==> src/rtl/dma_arb_pkg.sv <==
package dma_arb_pkg;
  localparam int unsigned NUM_REQ  = 4;
  // priority index, lower wins
  localparam int unsigned IDX_RX_URG = 0;
  localparam int unsigned IDX_TX_URG = 1;
  localparam int unsigned IDX_RX_NRM = 2;
  localparam int unsigned IDX_TX_NRM = 3;

  typedef struct packed {
    logic urg;
    logic nrm;
  } eng_req_t;
endpackage

==> src/rtl/tx_req_gen.sv <==
module tx_req_gen
  import dma_arb_pkg::*;
#(
  parameter int unsigned CNT_W = 12,
  parameter int unsigned THR_W = 11
) (
  input  logic             clk_i,
  input  logic             rst_ni,
  input  logic [CNT_W-1:0] free_i,
  input  logic [CNT_W-1:0] used_i,
  input  logic [THR_W-1:0] burst_thr_i,
  input  logic [THR_W-1:0] urg_thr_i,
  output eng_req_t         req_o
);
  logic     urg_c, nrm_c;
  eng_req_t req_q;

  always_comb begin
    urg_c = used_i < CNT_W'(urg_thr_i);
    // urgent masks normal on this engine
    nrm_c = (free_i >= CNT_W'(burst_thr_i)) && !urg_c;
  end

  always_ff @(posedge clk_i or negedge rst_ni) begin
    if (!rst_ni) req_q <= '0;
    else         req_q <= '{urg: urg_c, nrm: nrm_c};
  end

  assign req_o = req_q;

  p_tx_urg_r2: assert property (@(posedge clk_i) disable iff (!rst_ni)
    (used_i < CNT_W'(urg_thr_i)) |=> req_q.urg);
  p_tx_excl_r5: assert property (@(posedge clk_i) disable iff (!rst_ni)
    req_q.urg |-> !req_q.nrm);
endmodule

==> src/rtl/rx_req_gen.sv <==
module rx_req_gen
  import dma_arb_pkg::*;
#(
  parameter int unsigned CNT_W = 12,
  parameter int unsigned THR_W = 11
) (
  input  logic             clk_i,
  input  logic             rst_ni,
  input  logic [CNT_W-1:0] used_i,
  input  logic [CNT_W-1:0] free_i,
  input  logic             visible_i,
  input  logic [THR_W-1:0] burst_thr_i,
  input  logic [THR_W-1:0] urg_thr_i,
  output eng_req_t         req_o
);
  logic     urg_c, nrm_c;
  eng_req_t req_q;

  always_comb begin
    urg_c = free_i < CNT_W'(urg_thr_i);
    nrm_c = visible_i && (used_i > CNT_W'(burst_thr_i)) && !urg_c;
  end

  always_ff @(posedge clk_i or negedge rst_ni) begin
    if (!rst_ni) req_q <= '0;
    else         req_q <= '{urg: urg_c, nrm: nrm_c};
  end

  assign req_o = req_q;

  p_rx_urg_r4: assert property (@(posedge clk_i) disable iff (!rst_ni)
    (free_i < CNT_W'(urg_thr_i)) |=> req_q.urg);
  p_rx_vis_r3: assert property (@(posedge clk_i) disable iff (!rst_ni)
    !visible_i |=> !req_q.nrm);
endmodule

==> src/rtl/fixed_prio_arb.sv <==
module fixed_prio_arb #(
  parameter int unsigned N = 4
) (
  input  logic         clk_i,
  input  logic         rst_ni,
  input  logic [N-1:0] req_i,
  input  logic         bus_idle_i,
  input  logic         done_i,
  output logic [N-1:0] gnt_o
);
  logic [N-1:0] pick_c, gnt_d, gnt_q;
  logic         held;

  // lowest index wins
  always_comb begin
    pick_c = '0;
    for (int i = N - 1; i >= 0; i--) begin
      if (req_i[i]) pick_c = N'(1) << i;
    end
  end

  assign held = |gnt_q;

  always_comb begin
    if (held)            gnt_d = done_i ? '0 : gnt_q;
    else if (bus_idle_i) gnt_d = pick_c;
    else                 gnt_d = '0;
  end

  always_ff @(posedge clk_i or negedge rst_ni) begin
    if (!rst_ni) gnt_q <= '0;
    else         gnt_q <= gnt_d;
  end

  assign gnt_o = gnt_q;

  p_onehot_r9: assert property (@(posedge clk_i) disable iff (!rst_ni)
    $onehot0(gnt_q));
  p_no_req_no_gnt_r9: assert property (@(posedge clk_i) disable iff (!rst_ni)
    (gnt_q == '0 && req_i == '0) |=> gnt_q == '0);
  p_busy_bus_r7: assert property (@(posedge clk_i) disable iff (!rst_ni)
    (gnt_q == '0 && !bus_idle_i) |=> gnt_q == '0);
  p_hold_r8: assert property (@(posedge clk_i) disable iff (!rst_ni)
    (gnt_q != '0 && !done_i) |=> gnt_q == $past(gnt_q));
  p_release_r8: assert property (@(posedge clk_i) disable iff (!rst_ni)
    (gnt_q != '0 && done_i) |=> gnt_q == '0);
  p_top_prio_r6: assert property (@(posedge clk_i) disable iff (!rst_ni)
    (gnt_q == '0 && bus_idle_i && req_i[0]) |=> gnt_q[0]);
endmodule

==> src/rtl/dma_req_arb.sv <==
module dma_req_arb
  import dma_arb_pkg::*;
#(
  parameter int unsigned FIFO_BYTES = 2048,
  localparam int unsigned THR_W     = $clog2(FIFO_BYTES),
  localparam int unsigned CNT_W     = THR_W + 1
) (
  input  logic             clk_i,
  input  logic             rst_ni,
  input  logic [CNT_W-1:0] tx_free_i,
  input  logic [CNT_W-1:0] tx_used_i,
  input  logic [CNT_W-1:0] rx_used_i,
  input  logic [CNT_W-1:0] rx_free_i,
  input  logic             rx_visible_i,
  input  logic [THR_W-1:0] tx_burst_thr_i,
  input  logic [THR_W-1:0] tx_urg_thr_i,
  input  logic [THR_W-1:0] rx_burst_thr_i,
  input  logic [THR_W-1:0] rx_urg_thr_i,
  input  logic             bus_idle_i,
  input  logic             xfer_done_i,
  output logic [1:0]       grant_o,
  output logic             grant_urg_o
);
  eng_req_t           tx_req, rx_req;
  logic [NUM_REQ-1:0] req_vec, gnt_vec;

  tx_req_gen #(.CNT_W(CNT_W), .THR_W(THR_W)) u_tx_gen (
    .clk_i       (clk_i),
    .rst_ni      (rst_ni),
    .free_i      (tx_free_i),
    .used_i      (tx_used_i),
    .burst_thr_i (tx_burst_thr_i),
    .urg_thr_i   (tx_urg_thr_i),
    .req_o       (tx_req)
  );

  rx_req_gen #(.CNT_W(CNT_W), .THR_W(THR_W)) u_rx_gen (
    .clk_i       (clk_i),
    .rst_ni      (rst_ni),
    .used_i      (rx_used_i),
    .free_i      (rx_free_i),
    .visible_i   (rx_visible_i),
    .burst_thr_i (rx_burst_thr_i),
    .urg_thr_i   (rx_urg_thr_i),
    .req_o       (rx_req)
  );

  always_comb begin
    req_vec             = '0;
    req_vec[IDX_RX_URG] = rx_req.urg;
    req_vec[IDX_TX_URG] = tx_req.urg;
    req_vec[IDX_RX_NRM] = rx_req.nrm;
    req_vec[IDX_TX_NRM] = tx_req.nrm;
  end

  fixed_prio_arb #(.N(NUM_REQ)) u_arb (
    .clk_i      (clk_i),
    .rst_ni     (rst_ni),
    .req_i      (req_vec),
    .bus_idle_i (bus_idle_i),
    .done_i     (xfer_done_i),
    .gnt_o      (gnt_vec)
  );

  assign grant_o[0]  = gnt_vec[IDX_TX_URG] | gnt_vec[IDX_TX_NRM];
  assign grant_o[1]  = gnt_vec[IDX_RX_URG] | gnt_vec[IDX_RX_NRM];
  assign grant_urg_o = gnt_vec[IDX_RX_URG] | gnt_vec[IDX_TX_URG];

  p_urg_flag_r9: assert property (@(posedge clk_i) disable iff (!rst_ni)
    grant_urg_o |-> (grant_o != 2'b00));
  p_grant_stable_r8: assert property (@(posedge clk_i) disable iff (!rst_ni)
    (grant_o != 2'b00 && !xfer_done_i) |=> $stable(grant_urg_o));
endmodule

==> config.mk <==
export PLATFORM = sky130hd
export DESIGN_NAME = dma_req_arb
export DESIGN_NICKNAME = d
export VERILOG_FILES = /design/src/rtl/dma_arb_pkg.sv /design/src/rtl/tx_req_gen.sv /design/src/rtl/rx_req_gen.sv /design/src/rtl/fixed_prio_arb.sv /design/src/rtl/dma_req_arb.sv
export SDC_FILE = /design/constraint.sdc
export NUM_CORES = 1
export LEC_CHECK = 0
export BUFFER_PORTS_ARGS = -buffer_cell sky130_fd_sc_hd__buf_2
export CAP_MARGIN = 20
export CELL_PAD_IN_SITES_DETAIL_PLACEMENT = 1
export CELL_PAD_IN_SITES_GLOBAL_PLACEMENT = 1
export CORE_UTILIZATION = 25
export CTS_CLUSTER_SIZE = 30
export DETAILED_ROUTE_END_ITERATION = 16
export PLACE_DENSITY = 0.77
export SLEW_MARGIN = 20
export SYNTH_ARGS = -nofsm -noshare
export SYNTH_HDL_FRONTEND = slang
export SYNTH_SLANG_ARGS = --single-unit
==> constraint.sdc <==
create_clock -name clk_i -period 1.1 [get_ports clk_i]
set_input_delay 0.11 -clock clk_i [delete_from_list [all_inputs] [get_ports clk_i]]
set_output_delay 0.11 -clock clk_i [all_outputs]
set_load 0.005 [all_outputs]
### Word level (Yosys, flattened, before mapping)

Cells that the tools add are included.

| cells by class | value |
|---|---|
| equality and inequality tests | 1 |
| magnitude comparators | 4 |
| mux-type cells | 7 |
| bitwise operators | 3 |
| reduce and logical (&&, ||, !) cells | 6 |

Operator list:

| cell | count |
|---|---|
| two-way mux 4 bit | 7 |
| < comparator 12 x 11 -> 1 bit | 2 |
| greater-or-equal comparator 12 x 11 -> 1 bit | 1 |
| greater-than comparator 12 x 11 -> 1 bit | 1 |
| OR reduction 4 bit | 1 |
| logical AND 1 bit | 3 |
| bitwise OR 1 bit | 3 |
| zero test 1 bit | 2 |
| != test 2 bit (second input constant) | 1 |

| storage, ports and cells | value |
|---|---|
| output and inout port bits | 3 |
| bits in registers | 8 |
| logic and storage cells | 26 |
| input bits | 97 |

### Depth between registers and ports, before layout

| depth | value |
|---|---|
| word-level depth | 6 |
| depth in mapped cells | 7 |
| gate-level depth less buffers | 7 |

### Modules after synthesis

From an unflattened synthesis, not the netlist that was laid out.

| second synthesis, totals | value |
|---|---|
| cells, all modules | 172 |
| area total of the unflattened synthesis | 1407.6 sq um |

By module, submodules not included:

| module | seq. area each (sq um) | times used | cells an instance | area each (sq um) |
|---|---|---|---|---|
| tx_req_gen | 50.0 | 1 | 77 | 603.1 |
| rx_req_gen | 50.0 | 1 | 76 | 600.6 |
| fixed_prio_arb | 100.1 | 1 | 16 | 185.2 |
| dma_req_arb | 0.0 | 1 | 3 | 18.8 |

### Worst setup path before layout

OpenSTA, ideal clock, no wires.

| timing | value |
|---|---|
| path kind | input to register |
| start point | input tx_free_i[0] |
| end point | register u_tx_gen.req_q (netlist bit u_tx_gen.req_o[0]) |
| path buffers | 0 |
| data required time | 1018 ps |
| cell stages on the path | 7 |
| setup time | 82 ps |
| path slack | -205 ps |
| arrival | 1223 ps |
| cell sequence | inv_1 -> ha_1 -> nand2b_1 -> a21o_1 -> a211oi_1 -> or4_1 -> a31oi_1 |

| between the ends | value |
|---|---|
| longest elaborated chain between the ends | 2 |

Ends and longest elaborated chain:

| what | line | text |
|---|---|---|
| from (decl) | dma_req_arb.sv:10 | `input logic [CNT_W-1:0] tx_free_i,` |
| greater-or-equal comparator 12 x 11 -> 1 bit | tx_req_gen.sv:21 | `nrm_c = (free_i >= CNT_W'(burst_thr_i)) && !urg_c;` |
| logical AND 1 bit | tx_req_gen.sv:21 |  |
| via u_tx_gen.nrm_c | tx_req_gen.sv:15 | `logic urg_c, nrm_c;` |
| to (signal assigned) | tx_req_gen.sv:26 | `else req_q <= '{urg: urg_c, nrm: nrm_c};` |
| to (decl) | tx_req_gen.sv:16 | `eng_req_t req_q;` |

The timed path passes the listed nets, and every way through them passes these cells.
A chain may end at the register's enable or synchronous reset.

### Worst setup path after layout

Same ends and word-level chain as after synthesis.

==> results.toml <==
[placement]
dpl_cell_area_um2 = 2050
port_buffers = 99
gp_congestion = 0.739
hpwl_mm = 3.52

[clocking]
cts_tree = "done"
cts-buffers-inserted = 3
path_clk_slew_ns = 0.04
htree_levels = 1
clk_latency_ns = 0.23
root_buffer = "clkbuf_8"
clock_path_buffers = 2
clock_sinks = 8

[logic_synthesis]
netlist-cell-type-count = 34
syn_avg_cell_area_um2 = 7.92
ys_warn_count = 0
netlist_top_cells_area = "ha_1, dfrtp_1, inv_1, a21oi_1, a21o_1"
ys_seq_area_frac = 0.146
synthArstFlopShare = 1.00
yosys_most_used_dff = "dfrtp_1"
syn_nets = 312
synth_top_area_share = 0.384
yosysTopAreaCell = "ha_1"
ys_ff_latch = 8
synth_edf_count = 0
synthCells = 173
syn-cell-area_um2 = 1370

[critical_path]
cp-start-kind = "input pin"
r2r_setup_slack_ns = 0
critPathBufInv = 2
worst_ep_required_time_ns = 1.25
timing.rr.start = "u_arb.gnt_o[1]$_DFFE_PN0P_"
worst_path_max_delay_cell = "or4_1"
cpPeakStageDelay_ns = 0.50
arrival_ns = 1.44
r2r-end = "u_arb.gnt_o[1]$_DFFE_PN0P_"
end_kind = "flip-flop"
cp_top_family = "simple AND/OR/NAND/NOR gates"
crit_fanout = 1
r2r_cells = 5
path_cells = "buf_6 > inv_4 > ha_4 > nand2b_4 > a21o_1 > a211oi_2 > or4_1 > a31oi_1"
worstSetupPathType = "input pin to flip-flop"

[power_and_ir_drop]
peakVddDrop_uv = 257
swShare = 0.334
combinationalPowerShare = 0.572
power.share.clock = 0.216
cellInternalPower_uw = 1130
p_seq_frac = 0.212
p_per_area_nw_per_um2 = 661
p_switching_uw = 565
p_leak_uw = 0.00140

[timing]
worst_pin_slew_ns = 0.323
slew_viol_final = 0
fin_crit_sh = 1.17
period_needed_ns = 1.29
hold_viol = 0
fin_ws_ns = -0.187
whs_ns = 0.107
fmax_ghz = 0.777
relSlewSlack = 0.784
rsz0062_at_grt = "true"
finalSetupViolCount = 4
skew_ns = 0.000835

[detailed_routing]
vias = 1641
vias_per_cell = 4.55
wirelength_mm = 4.64
drc = 0
dr.pass1.iters = 2
drtAntennaViolNets = 0
first_iter_violations = 3
wl_per_cell_um = 12.9

[finish]
nets = 432
seq_area_um2 = 201
nFillCells = 637
multiInputGateArea_um2 = 1290
design_area_um2 = 2560
diodes = 0
areaGrowthSynthToFinish_pct = 86.7
drive_above_1_share = 0.581

[floorplanning]
io_pins = 100
num_rows = 26
coreArea_um2 = 5200
die-width_um = 76.0
chipHeight_um = 76.0
start_util = 0.263
die_area_um2 = 5780

[global_route]
antenna_found_initial = 0
grt_max_degree = 9
overflow = 0
grt_use_total = 0.155
grt_pass1_wl_mm = 7.38
grt_pass1_vias = 1775

[worst_hold_path]
min_to = "u_arb.gnt_o[3]$_DFFE_PN0P_"
hold_path.class = "input pin to flip-flop"
hold_depth = 2
min_from = "xfer_done_i"

[status]
status = "complete, but fails checks"
violations = "setup timing"

[run]
maxCapViolCount = 0
[power groups by stage]
stage / logic (uW) / registers, uW / clock network [uW]
floorplan: 332 / 349 / 0
global placement: 666 / 354 / 0
detailed placement: 695 / 355 / 0
CTS: 840 / 357 / 371
global route: 1090 / 362 / 388
finish: 967 / 359 / 366
[per-stage QoR]
stage | TNS (ns) | setup WS, ns | util | std cells | total power, uW
4_1_cts | -0.355 | -0.180 | 0.450 | 359 | 1570
6_report | -0.295 | -0.187 | 0.491 | 361 | 1690
2_1_floorplan | -0.327 | -0.205 | - | 173 | 680
3_5_place_dp | -1.65 | -0.419 | 0.394 | 353 | 1050
3_3_place_gp | -1.33 | -0.339 | 0.394 | 353 | 1020
5_1_grt | -0.811 | -0.258 | 0.491 | 361 | 1840
[layout by cell type, fill, tap and decap left out, types with 2 or more instances in the layout]
master,instances
nor3_2,3
a21oi_1,6
clkbuf_8,3
buf_4,13
nor3_4,2
o211ai_1,2
buf_2,80
buf_6,20
ha_4,13
nor2_1,2
nor3b_1,2
o21bai_1,2
nand2_1,10
a21oi_2,4
nand4b_1,2
inv_1,34
nor2b_2,2
a21o_1,6
o21ai_1,4
ha_1,29
inv_2,7
dfrtp_1,7
inv_4,6
a211oi_2,2
nand4_1,2
a31oi_1,2
[worst max path at each step]
| stage | endpoint | slack (ns) | cells past startpoint | startpoint |
|---|---|---|---|---|
| finish | u_tx_gen.req_o[0]$_DFF_PN0_ | -0.19 | 8 | tx_free_i[0] |
| global route | u_tx_gen.req_o[0]$_DFF_PN0_ | -0.26 | 8 | tx_free_i[0] |
| CTS | u_tx_gen.req_o[0]$_DFF_PN0_ | -0.18 | 8 | tx_free_i[0] |
| detailed placement | u_tx_gen.req_o[0]$_DFF_PN0_ | -0.42 | 8 | tx_free_i[0] |
| global placement | u_tx_gen.req_o[0]$_DFF_PN0_ | -0.34 | 8 | tx_free_i[0] |
| floorplan | u_tx_gen.req_o[0]$_DFF_PN0_ | -0.20 | 7 | tx_free_i[0] |
[kinds of logic (layout without fill, tap and decap cells)]
kind of cell / count (synthesis) / in the layout / share of synthesized area
buffers and inverters: 47 / 165 / 0.129
and+or+nand+nor: 37 / 37 / 0.153
adders and majority gates: 42 / 42 / 0.384
DFF: 8 / 8 / 0.146
AOI/OAI and AO/OA: 39 / 39 / 0.188
[sequential cells by signal, indices dropped and copies added, names as in the netlist]
signal and count:
u_arb.gnt_o 4, u_rx_gen.req_o 2, u_tx_gen.req_o 2
[cell usage after synthesis, types with 2 or more instances]
library cell	n
dfrtp_1	8
ha_1	42
nand3_1	2
nand4_1	2
nand2_1	10
a31oi_1	2
nand4b_1	2
inv_1	47
nor3_1	4
a211oi_1	3
a21o_1	6
o21bai_1	2
o21ai_0	6
and3_1	2
nor2b_1	2
a21oi_1	10
nor2_1	3
nand2b_1	2
nor3b_1	2
o211ai_1	2
[routing by layer]
| metal | track usage | share of wire | vias to the layer above |
|---|---|---|---|
| met5 | 0 | 0 | - |
| met4 | 0.0519 | 0.018 | 0 |
| met3 | 0.0144 | 0.041 | 7 |
| met1 | 0.168 | 0.39 | 739 |
| met2 | 0.311 | 0.55 | 61 |
| li1 | - | - | 834 |
[layout make-up]
cell class | instances | area share
Clock buffer | 3 | 0.0161
Tap cell | 70 | 0.0342
Timing Repair Buffer | 115 | 0.293
Inverter | 47 | 0.0749
Sequential cell | 8 | 0.0788
Multi-Input combinational cell | 118 | 0.503
[worst reg2reg max path, stage by stage (launching register included)]
cell and delay [ns]:
dfrtp_1 0.40, nor2_2 0.12, nand3_2 0.14, buf_6 0.15, nor3_4 0.10, a22o_1 0.14
[what timing repair did]
action | in CTS | in global routing
endpoints found under the hold margin | 8 | 0
resized for setup | 46 | 41
hold buffers | 1 | 0
setup buffers | 3 | 2
pin swaps | 25 | 26
setup endpoints to repair | 9 | 10
Note: power is estimated with default switching activity, not from simulation.
